**src/rtl/lpm_pkg.sv**
```systemverilog
package lpm_pkg;

    // Table word: [LPM_DW-1] leaf flag, [LPM_DW-2:0] payload (result or node base)
    localparam int unsigned LPM_DW    = 16;
    localparam int unsigned LPM_RES_W = LPM_DW - 1;
    localparam int unsigned LPM_IP_W  = 32;
    localparam int unsigned LPM_OCT_W = 8;
    localparam int unsigned LPM_NLEV  = 3;

    typedef struct packed {
        logic [LPM_IP_W-1:0]  ip;
        logic                 done;
        logic [LPM_RES_W-1:0] res;
    } lpm_ctx_t;

endpackage

```
**src/rtl/lpm_fifo.sv**
```systemverilog
module lpm_fifo #(
    parameter int unsigned W     = 8,
    parameter int unsigned DEPTH = 4     // power of two
) (
    input  logic         clk,
    input  logic         rst_n,
    input  logic         push,
    input  logic [W-1:0] din,
    output logic         full,
    input  logic         pop,
    output logic [W-1:0] dout,
    output logic         empty
);
    localparam int unsigned PW = (DEPTH > 1) ? $clog2(DEPTH) : 1;

    typedef struct packed {
        logic [PW-1:0] wr;
        logic [PW-1:0] rd;
        logic [PW:0]   cnt;
    } fifo_st_t;

    fifo_st_t      st_d, st_q;
    logic [W-1:0]  mem_q [DEPTH];

    always_comb begin
        st_d = st_q;
        if (push) st_d.wr = st_q.wr + 1'b1;
        if (pop)  st_d.rd = st_q.rd + 1'b1;
        unique case ({push, pop})
            2'b10:   st_d.cnt = st_q.cnt + 1'b1;
            2'b01:   st_d.cnt = st_q.cnt - 1'b1;
            default: st_d.cnt = st_q.cnt;
        endcase
    end

    always_ff @(posedge clk or negedge rst_n) begin
        if (!rst_n) st_q <= '0;
        else        st_q <= st_d;
    end

    always_ff @(posedge clk) begin
        if (push) mem_q[st_q.wr] <= din;
    end

    assign full  = (st_q.cnt == (PW+1)'(DEPTH));
    assign empty = (st_q.cnt == '0);
    assign dout  = mem_q[st_q.rd];

    // writers honour full, readers honour empty
    a_r9_no_overflow: assert property (@(posedge clk) disable iff (!rst_n)
        push |-> !full);
    a_r9_no_underflow: assert property (@(posedge clk) disable iff (!rst_n)
        pop |-> !empty);

endmodule

```
**src/rtl/lpm_port_arb.sv**
```systemverilog
module lpm_port_arb #(
    parameter int unsigned NS        = 3,
    parameter int unsigned AW        = 16,
    parameter int unsigned DW        = 16,
    parameter int unsigned TAG_DEPTH = 16
) (
    input  logic                   clk,
    input  logic                   rst_n,
    input  logic [NS-1:0]          rd_req,
    input  logic [NS-1:0][AW-1:0]  rd_addr,
    output logic [NS-1:0]          rd_gnt,
    output logic                   mem_req_valid,
    input  logic                   mem_req_ready,
    output logic [AW-1:0]          mem_req_addr,
    input  logic                   mem_rsp_valid,
    input  logic [DW-1:0]          mem_rsp_data,
    output logic [NS-1:0]          rsp_push,
    output logic [DW-1:0]          rsp_data
);
    localparam int unsigned TW = (NS > 1) ? $clog2(NS) : 1;

    logic [TW-1:0] sel;
    logic [TW-1:0] tag_head;
    logic          tag_full, tag_empty, fire;

    // deepest requesting stage wins: later loop iterations override
    always_comb begin
        sel = '0;
        for (int i = 0; i < NS; i++) begin
            if (rd_req[i]) sel = TW'(i);
        end
        mem_req_valid = (|rd_req) && !tag_full;
        mem_req_addr  = rd_addr[sel];
        fire          = mem_req_valid && mem_req_ready;
        rd_gnt        = '0;
        if (fire) rd_gnt[sel] = 1'b1;
        rsp_push      = '0;
        if (mem_rsp_valid) rsp_push[tag_head] = 1'b1;
        rsp_data      = mem_rsp_data;
    end

    lpm_fifo #(.W(TW), .DEPTH(TAG_DEPTH)) i_tag_fifo (
        .clk   (clk),
        .rst_n (rst_n),
        .push  (fire),
        .din   (sel),
        .full  (tag_full),
        .pop   (mem_rsp_valid),
        .dout  (tag_head),
        .empty (tag_empty)
    );

    // one read issued per cycle
    a_r8_one_grant: assert property (@(posedge clk) disable iff (!rst_n)
        $onehot0(rd_gnt));
    // returned data always matches an outstanding read
    a_r7_rsp_tagged: assert property (@(posedge clk) disable iff (!rst_n)
        mem_rsp_valid |-> !tag_empty);

    for (genvar g = 0; g < NS - 1; g++) begin : g_prio
        // no deeper stage was waiting when a shallower one was served
        a_r8_deepest_first: assert property (@(posedge clk) disable iff (!rst_n)
            rd_gnt[g] |-> (rd_req[NS-1:g+1] == '0));
    end

endmodule

```
**src/rtl/lpm_level.sv**
```systemverilog
module lpm_level
    import lpm_pkg::*;
#(
    parameter int unsigned LVL = 1,
    parameter int unsigned AW  = 16
) (
    input  logic              clk,
    input  logic              rst_n,
    input  logic              in_vld,
    input  lpm_ctx_t          in_ctx,
    output logic              in_pop,
    input  logic              rsp_vld,
    input  logic [LPM_DW-1:0] rsp_data,
    output logic              rsp_pop,
    input  logic              out_full,
    output logic              out_push,
    output lpm_ctx_t          out_ctx,
    output logic              rd_req,
    output logic [AW-1:0]     rd_addr,
    input  logic              rd_gnt
);
    localparam int unsigned OCT_LSB = LPM_IP_W - LPM_OCT_W * (LVL + 1);

    logic                 leaf;
    logic [LPM_RES_W-1:0] payload;
    logic [LPM_OCT_W-1:0] octet;

    always_comb begin
        leaf     = rsp_data[LPM_DW-1];
        payload  = rsp_data[LPM_DW-2:0];
        octet    = in_ctx.ip[OCT_LSB +: LPM_OCT_W];
        rd_addr  = AW'(payload) + AW'(octet);
        in_pop   = 1'b0;
        rsp_pop  = 1'b0;
        out_push = 1'b0;
        rd_req   = 1'b0;
        out_ctx  = in_ctx;
        if (in_vld && !out_full) begin
            if (in_ctx.done) begin
                in_pop   = 1'b1;
                out_push = 1'b1;
            end else if (rsp_vld) begin
                if (leaf) begin
                    in_pop      = 1'b1;
                    rsp_pop     = 1'b1;
                    out_push    = 1'b1;
                    out_ctx.done = 1'b1;
                    out_ctx.res  = payload;
                end else begin
                    rd_req = 1'b1;
                    if (rd_gnt) begin
                        in_pop   = 1'b1;
                        rsp_pop  = 1'b1;
                        out_push = 1'b1;
                    end
                end
            end
        end
    end

    // a resolved lookup neither reads memory nor consumes read data here
    a_r4_skip_read: assert property (@(posedge clk) disable iff (!rst_n)
        (in_vld && in_ctx.done) |-> (!rd_req && !rsp_pop));
    // the arbiter grants only a stage that asked
    a_r8_gnt_requested: assert property (@(posedge clk) disable iff (!rst_n)
        rd_gnt |-> rd_req);

endmodule

```
**src/rtl/lpm_finish.sv**
```systemverilog
module lpm_finish
    import lpm_pkg::*;
(
    input  logic              clk,
    input  logic              rst_n,
    input  logic              in_vld,
    input  lpm_ctx_t          in_ctx,
    output logic              in_pop,
    input  logic              rsp_vld,
    input  logic [LPM_DW-1:0] rsp_data,
    output logic              rsp_pop,
    input  logic              out_full,
    output logic              out_push,
    output lpm_ctx_t          out_ctx
);
    logic leaf_unused;

    // the last level always yields a result, leaf flag or not
    always_comb begin
        leaf_unused = rsp_data[LPM_DW-1];
        in_pop      = 1'b0;
        rsp_pop     = 1'b0;
        out_push    = 1'b0;
        out_ctx     = in_ctx;
        if (in_vld && !out_full) begin
            if (in_ctx.done) begin
                in_pop   = 1'b1;
                out_push = 1'b1;
            end else if (rsp_vld) begin
                in_pop       = 1'b1;
                rsp_pop      = 1'b1;
                out_push     = 1'b1;
                out_ctx.done = 1'b1;
                out_ctx.res  = rsp_data[LPM_DW-2:0];
            end
        end
    end

    a_r4_last_skip: assert property (@(posedge clk) disable iff (!rst_n)
        (in_vld && in_ctx.done) |-> !rsp_pop);

endmodule

```
**src/rtl/lpm_linear_pipe.sv**
```systemverilog
module lpm_linear_pipe
    import lpm_pkg::*;
#(
    parameter int unsigned AW         = 16,
    parameter int unsigned FIFO_DEPTH = 4,
    parameter int unsigned TAG_DEPTH  = 16
) (
    input  logic                 clk,
    input  logic                 rst_n,
    input  logic                 req_valid,
    output logic                 req_ready,
    input  logic [LPM_IP_W-1:0]  req_ip,
    output logic                 resp_valid,
    input  logic                 resp_ready,
    output logic [LPM_IP_W-1:0]  resp_ip,
    output logic [LPM_RES_W-1:0] resp_result,
    output logic                 mem_req_valid,
    input  logic                 mem_req_ready,
    output logic [AW-1:0]        mem_req_addr,
    input  logic                 mem_rsp_valid,
    input  logic [LPM_DW-1:0]    mem_rsp_data
);
    localparam int unsigned NLEV = LPM_NLEV;
    localparam int unsigned NQ   = NLEV + 1;   // lookup queues incl. output

    // lookup queues: queue j is written by stage j and read by stage j+1
    logic     c_push [NQ];
    logic     c_pop  [NQ];
    logic     c_full [NQ];
    logic     c_empty[NQ];
    lpm_ctx_t c_din  [NQ];
    lpm_ctx_t c_dout [NQ];

    // read-data queues: queue j holds words for stage j+1
    logic              r_pop       [NLEV];
    logic              r_empty     [NLEV];
    logic              r_full_unused[NLEV];
    logic [LPM_DW-1:0] r_dout      [NLEV];

    logic [NLEV-1:0]         arb_req;
    logic [NLEV-1:0][AW-1:0] arb_addr;
    logic [NLEV-1:0]         arb_gnt;
    logic [NLEV-1:0]         arb_rsp_push;
    logic [LPM_DW-1:0]       arb_rsp_data;

    // stage 0: accept a lookup only together with its first read
    assign arb_req[0]  = req_valid && !c_full[0];
    assign arb_addr[0] = AW'(req_ip[LPM_IP_W-1 -: LPM_OCT_W]);
    assign req_ready   = arb_gnt[0];
    assign c_push[0]   = arb_gnt[0];
    assign c_din[0]    = '{ip: req_ip, done: 1'b0, res: '0};

    for (genvar j = 0; j < NQ; j++) begin : g_cq
        lpm_fifo #(.W($bits(lpm_ctx_t)), .DEPTH(FIFO_DEPTH)) i_cq (
            .clk   (clk),
            .rst_n (rst_n),
            .push  (c_push[j]),
            .din   (c_din[j]),
            .full  (c_full[j]),
            .pop   (c_pop[j]),
            .dout  (c_dout[j]),
            .empty (c_empty[j])
        );
    end

    for (genvar j = 0; j < NLEV; j++) begin : g_rq
        lpm_fifo #(.W(LPM_DW), .DEPTH(FIFO_DEPTH)) i_rq (
            .clk   (clk),
            .rst_n (rst_n),
            .push  (arb_rsp_push[j]),
            .din   (arb_rsp_data),
            .full  (r_full_unused[j]),
            .pop   (r_pop[j]),
            .dout  (r_dout[j]),
            .empty (r_empty[j])
        );
    end

    for (genvar k = 1; k <= NLEV; k++) begin : g_stage
        if (k < NLEV) begin : g_mid
            lpm_level #(.LVL(k), .AW(AW)) i_level (
                .clk      (clk),
                .rst_n    (rst_n),
                .in_vld   (!c_empty[k-1]),
                .in_ctx   (c_dout[k-1]),
                .in_pop   (c_pop[k-1]),
                .rsp_vld  (!r_empty[k-1]),
                .rsp_data (r_dout[k-1]),
                .rsp_pop  (r_pop[k-1]),
                .out_full (c_full[k]),
                .out_push (c_push[k]),
                .out_ctx  (c_din[k]),
                .rd_req   (arb_req[k]),
                .rd_addr  (arb_addr[k]),
                .rd_gnt   (arb_gnt[k])
            );
        end else begin : g_last
            lpm_finish i_finish (
                .clk      (clk),
                .rst_n    (rst_n),
                .in_vld   (!c_empty[k-1]),
                .in_ctx   (c_dout[k-1]),
                .in_pop   (c_pop[k-1]),
                .rsp_vld  (!r_empty[k-1]),
                .rsp_data (r_dout[k-1]),
                .rsp_pop  (r_pop[k-1]),
                .out_full (c_full[k]),
                .out_push (c_push[k]),
                .out_ctx  (c_din[k])
            );
        end
    end

    lpm_port_arb #(.NS(NLEV), .AW(AW), .DW(LPM_DW), .TAG_DEPTH(TAG_DEPTH)) i_arb (
        .clk           (clk),
        .rst_n         (rst_n),
        .rd_req        (arb_req),
        .rd_addr       (arb_addr),
        .rd_gnt        (arb_gnt),
        .mem_req_valid (mem_req_valid),
        .mem_req_ready (mem_req_ready),
        .mem_req_addr  (mem_req_addr),
        .mem_rsp_valid (mem_rsp_valid),
        .mem_rsp_data  (mem_rsp_data),
        .rsp_push      (arb_rsp_push),
        .rsp_data      (arb_rsp_data)
    );

    assign resp_valid    = !c_empty[NQ-1];
    assign c_pop[NQ-1]   = resp_valid && resp_ready;
    assign resp_ip       = c_dout[NQ-1].ip;
    assign resp_result   = c_dout[NQ-1].res;

    // a stalled response holds still
    a_r9_resp_hold: assert property (@(posedge clk) disable iff (!rst_n)
        (resp_valid && !resp_ready) |=> (resp_valid && $stable(resp_ip) && $stable(resp_result)));
    // acceptance coincides with the lookup's own first read
    a_r8_accept_addr: assert property (@(posedge clk) disable iff (!rst_n)
        (req_valid && req_ready) |-> (mem_req_valid && mem_req_ready &&
                                      mem_req_addr == AW'(req_ip[LPM_IP_W-1 -: LPM_OCT_W])));
    // results leave only with the done mark set
    a_r6_done_out: assert property (@(posedge clk) disable iff (!rst_n)
        resp_valid |-> c_dout[NQ-1].done);

endmodule

```
**config.mk**
```make
export PLATFORM = sky130hd
export DESIGN_NAME = lpm_linear_pipe
export DESIGN_NICKNAME = d
export VERILOG_FILES = /design/src/rtl/lpm_pkg.sv /design/src/rtl/lpm_fifo.sv /design/src/rtl/lpm_port_arb.sv /design/src/rtl/lpm_level.sv /design/src/rtl/lpm_finish.sv /design/src/rtl/lpm_linear_pipe.sv
export SDC_FILE = /design/constraint.sdc
export NUM_CORES = 1
export LEC_CHECK = 0
export ABC_AREA = 1
export BUFFER_PORTS_ARGS = -buffer_cell sky130_fd_sc_hd__buf_2
export CAP_MARGIN = 30
export CORE_MARGIN = 1
export CORE_UTILIZATION = 50
export DETAILED_ROUTE_END_ITERATION = 6
export PLACE_DENSITY = 0.72
export SLEW_MARGIN = 5
export SYNTH_ARGS = -nofsm -noshare
export SYNTH_HDL_FRONTEND = slang
export SYNTH_SLANG_ARGS = --single-unit
```
**constraint.sdc**
```tcl
create_clock -name clk -period 9.64 [get_ports clk]
set_input_delay 0.482 -clock clk [delete_from_list [all_inputs] [get_ports clk]]
set_output_delay 0.482 -clock clk [all_outputs]
set_load 0.01 [all_outputs]
```
==> summary.md <==
| Metric | Value |
|---|---|
| Syn_nets | `roughly 3,200` |
| Sink Count | `982` |
| Global-route track usage on met3 | `2.68%` |
| Hold Crit Class | `in -> reg` |
| Startpoint Class | `flop` |
| Simple-gate portion of the synthesized area | `about 9.2%` |
| Rows | `between 100 and 150` |
| Leading cell type in the layout, fill and taps excluded | `edfxtp_1` |
| Total of warnings raised by yosys | `0` |
| Post-synthesis xor/xnor area fraction | `less than 1%` |
| Adder-Cell Fraction of Synth Area | `under 10%` |
| Slew Limit Fails | `0` |
| Peak Freq | `~190 MHz` |
| Post-DRT Antenna Nets | `0` |
| Root buffer cell | `clkbuf_16` |
| Post_cts resized | `0` |
| Via count | `about 24,000` |
| Tmin final | `5.38 ns` |
| Largest family of logic cells by synthesized area | `compound AO/OA/AOI/OAI gates` |
| Worst setup EP type | `primary output` |
| Worst R2R Setup Slack | `around 5.2 ns` |
| Antenna violations before repair | `1` |
| Mux cell area share after synthesis | `0%` |
| CP max stage delay | `approximately 0.52 ns` |
| Most frequent cells in the layout | `edfxtp_1, nor2_1, o21ai_0` |
| CTS tree | `yes` |
| Initial Utilization | `between 50% and 60%` |
| GR Layer Usage met1 | `between 30% and 40%` |
| CP Data Required Time | `9.16 ns` |
| Via density | `approximately 5.6` |
| Worst-path cell chain | `inv_1 -> buf_4 -> nand2_1 -> a32oi_1 -> inv_1 -> fa_1 -> inv_1 -> nand3_1 -> nand2_1 -> inv_1 -> o21ai_0 -> nand2_1 -> nor2_1 -> nand3_1 -> nand2_1 -> nand3_1 -> nand2_1 -> buf_2` |
| Final WL | `approximately 85 mm` |
| Max_slew headroom | `32.9%` |
| GRT met2 Usage | `between 30% and 40%` |
| MaxCap Viol Count | `0` |
| Die H | `approximately 280 um` |
| Setup repair after global routing missed its margin | `no` |
| DRT iter0 DRCs | `2,174` |
| RD Place Congestion | `~0.85` |
| Synth Register Bits | `just under 1,000` |
| Hold Path Depth | `1` |
| First-pass DRT Iterations | `6` |
| Most frequent cell on the critical path | `nand2_1` |
| CTS Buf Count | `between 90 and 100` |
| Remaining DRCs | `0` |
| Core footprint | `0.0778 mm^2` |
| RR Startpoint | `g_cq[1].i_cq.st_q[4]` |
| Port bufs | `119` |
| HPWL Detailed | `roughly 52 mm` |
| Critical Path AT | `4.90 ns` |
| Die W | `283 um` |
| Post-Synthesis Cells | `slightly above 3,000` |
| Hold endpoint | `g_cq[0].i_cq.mem_q[1][0]` |
| Run status | `finished, final reports clean` |
| EDFF count, synth | `920` |
| Boundary pin count | `120` |
| Share of cells above drive strength 1 | `11.6%` |
| Gr ovfl total | `0` |
| Post-synth ARST share | `under 10%` |
| Fillers | `6,078` |
| Crit-path slowest cell | `o21ai_0` |
| Mean routed wirelength per cell | `around 20 um` |
| Area grow syn2layout | `12.5%` |
| Setup CP Type | `reg -> out` |
| Crit share post-route | `55.9%` |
| Number of global-route vias before repair | `22,400` |
| Setup_tns | `0 ns` |
| Grt peak-use layer | `met2` |
| Largest net degree at the start of global routing | `between 90 and 100` |
| Compound-Gate Fraction of Synth Area | `approximately a tenth` |
| Reg2Reg Depth | `16` |
| First-pass GRT wire length | `approximately 130 mm` |
| H-tree depth | `3` |
| Clk pin slew, worst setup/hold paths | `0.06 ns` |
| Avg Inst Size Synth | `around 13 um^2` |
| Netlist cell types | `49` |
| Worst R2R End | `g_cq[1].i_cq.st_q[2]` |
| Register area share after synthesis | `73.8%` |
| Hold Crit Start | `req_ip[0]` |
| Final Hold Vio Count | `0` |
| Fin nets | `3,284` |
| Worst Tran Pin Value | `1.01 ns` |
| CTS Buffer Depth | `3` |
| Area of the mapped netlist | `just under 0.04 mm^2` |
| Total GRT Usage | `roughly a fifth` |
| # setup viols final | `0` |
| Most frequently used flop master after synthesis | `edfxtp_1` |
| Worst-skew pair later-pin latency | `0.65 ns` |
| Clock Skews | `0.0263 ns` |
| Die area | `0.0802 mm^2` |
| Post CTS Setup Buffer Count | `0` |
| Worst-path fanout max | `46` |
[state kept, by name, indices dropped and copies added (netlist names)]
register	flops
g_rq.i_rq.mem_q	188
g_cq.i_cq.st_q	28
i_arb.i_tag_fifo.mem_q	32
g_cq.i_cq.mem_q	700
g_rq.i_rq.st_q	21
i_arb.i_tag_fifo.st_q	13
[worst max-delay path by stage]
stage / end / cells past startpoint / slack [ns] / from
detailed placement: mem_req_addr[14] / 18 / 4.95 / g_cq[0].i_cq.st_q[3]
finish: mem_req_addr[14] / 18 / 4.26 / g_cq[0].i_cq.st_q[3]
CTS: mem_req_addr[14] / 18 / 4.22 / g_cq[0].i_cq.st_q[3]
floorplan: g_cq[2].i_cq.mem_q[0][0] / 10 / 5.76 / g_rq[1].i_rq.st_q[4]
global placement: mem_req_addr[14] / 18 / 5.07 / g_cq[0].i_cq.st_q[3]
global route: mem_req_addr[14] / 18 / 3.80 / g_cq[0].i_cq.st_q[3]
[worst max-delay path: cells and delay by family, from the launching register on]
| kind | cells | cell delay [ns] |
|---|---|---|
| buffers and inverters | 6 | 1.33 |
| AND/OR/NAND/NOR | 9 | 1.13 |
| AO/OA/AOI/OAI | 2 | 0.95 |
| adder cells (fa/ha/maj) | 1 | 0.43 |
| flip-flops | 1 | 0.39 |
[cell usage after synthesis, types with 10 or more instances]
| cell | n | area [um^2] |
|---|---|---|
| ha_1 | 60 | 751 |
| buf_2 | 18 | 90.1 |
| inv_1 | 149 | 559 |
| clkbuf_1 | 126 | 473 |
| xnor2_1 | 16 | 140 |
| a31oi_1 | 19 | 119 |
| a21oi_1 | 39 | 195 |
| a32oi_1 | 12 | 105 |
| xor2_1 | 20 | 175 |
| nand2_1 | 232 | 871 |
| fa_1 | 10 | 200 |
| edfxtp_1 | 920 | 27600 |
| o221ai_1 | 16 | 140 |
| o211ai_1 | 11 | 82.6 |
| dfrtp_1 | 62 | 1550 |
| o21ai_0 | 464 | 2320 |
| nand3_1 | 68 | 340 |
| o22ai_1 | 170 | 1060 |
| nor2_1 | 561 | 2110 |
[cells by family after synthesis]
| logic type | Yosys count |
|---|---|
| compound gates | 751 |
| flops | 982 |
| buf+inv | 319 |
| simple gates | 900 |
| xor+xnor | 36 |
| fa+ha+maj | 70 |
[metal layers]
metal / wire length (um) / vias up
met1: 37100 / 11600
met4: 1880 / 2
met2: 40300 / 882
met5: 13 / -
li1: - / 11300
met3: 6140 / 120
[cell type report]
cell class	instances	area [um^2]	share of cell area, %
well taps	1040	1300	2.93
repair buffers	163	1010	2.26
multi-input cells	1757	9180	20.7
clock buffers	115	2500	5.63
inverters	161	612	1.38
clock inverters	59	657	1.48
diodes	1	2.50	0.00563
flip-flops and latches	982	29200	65.7
[through the flow]
| step | worst slack, ns | cell area (um^2) | hold WS [ns] | utilization [%] | cells |
|---|---|---|---|---|---|
| 6_report | 4.26 | 44400 | 0.0566 | 57.1 | 4278 |
| 5_1_grt | 3.80 | 44400 | 0.0542 | 57.1 | 4277 |
| 4_1_cts | 4.22 | 44400 | 0.0233 | 57.0 | 4273 |
| 3_5_place_dp | 4.95 | 41200 | 0.466 | 52.9 | 4098 |
| 3_3_place_gp | 5.07 | 41200 | 0.463 | 52.9 | 4097 |
| 2_1_floorplan | 5.76 | 39500 | 0.186 | - | 3058 |
[what timing repair did]
item | CTS | global route
endpoints found under the setup margin | 0 | 0
endpoints found under the hold margin | 2 | 0
hold buffers | 1 | 0
Power is not shown: default switching activity piles up to over one toggle a cycle in this logic, so the estimate is an artifact.
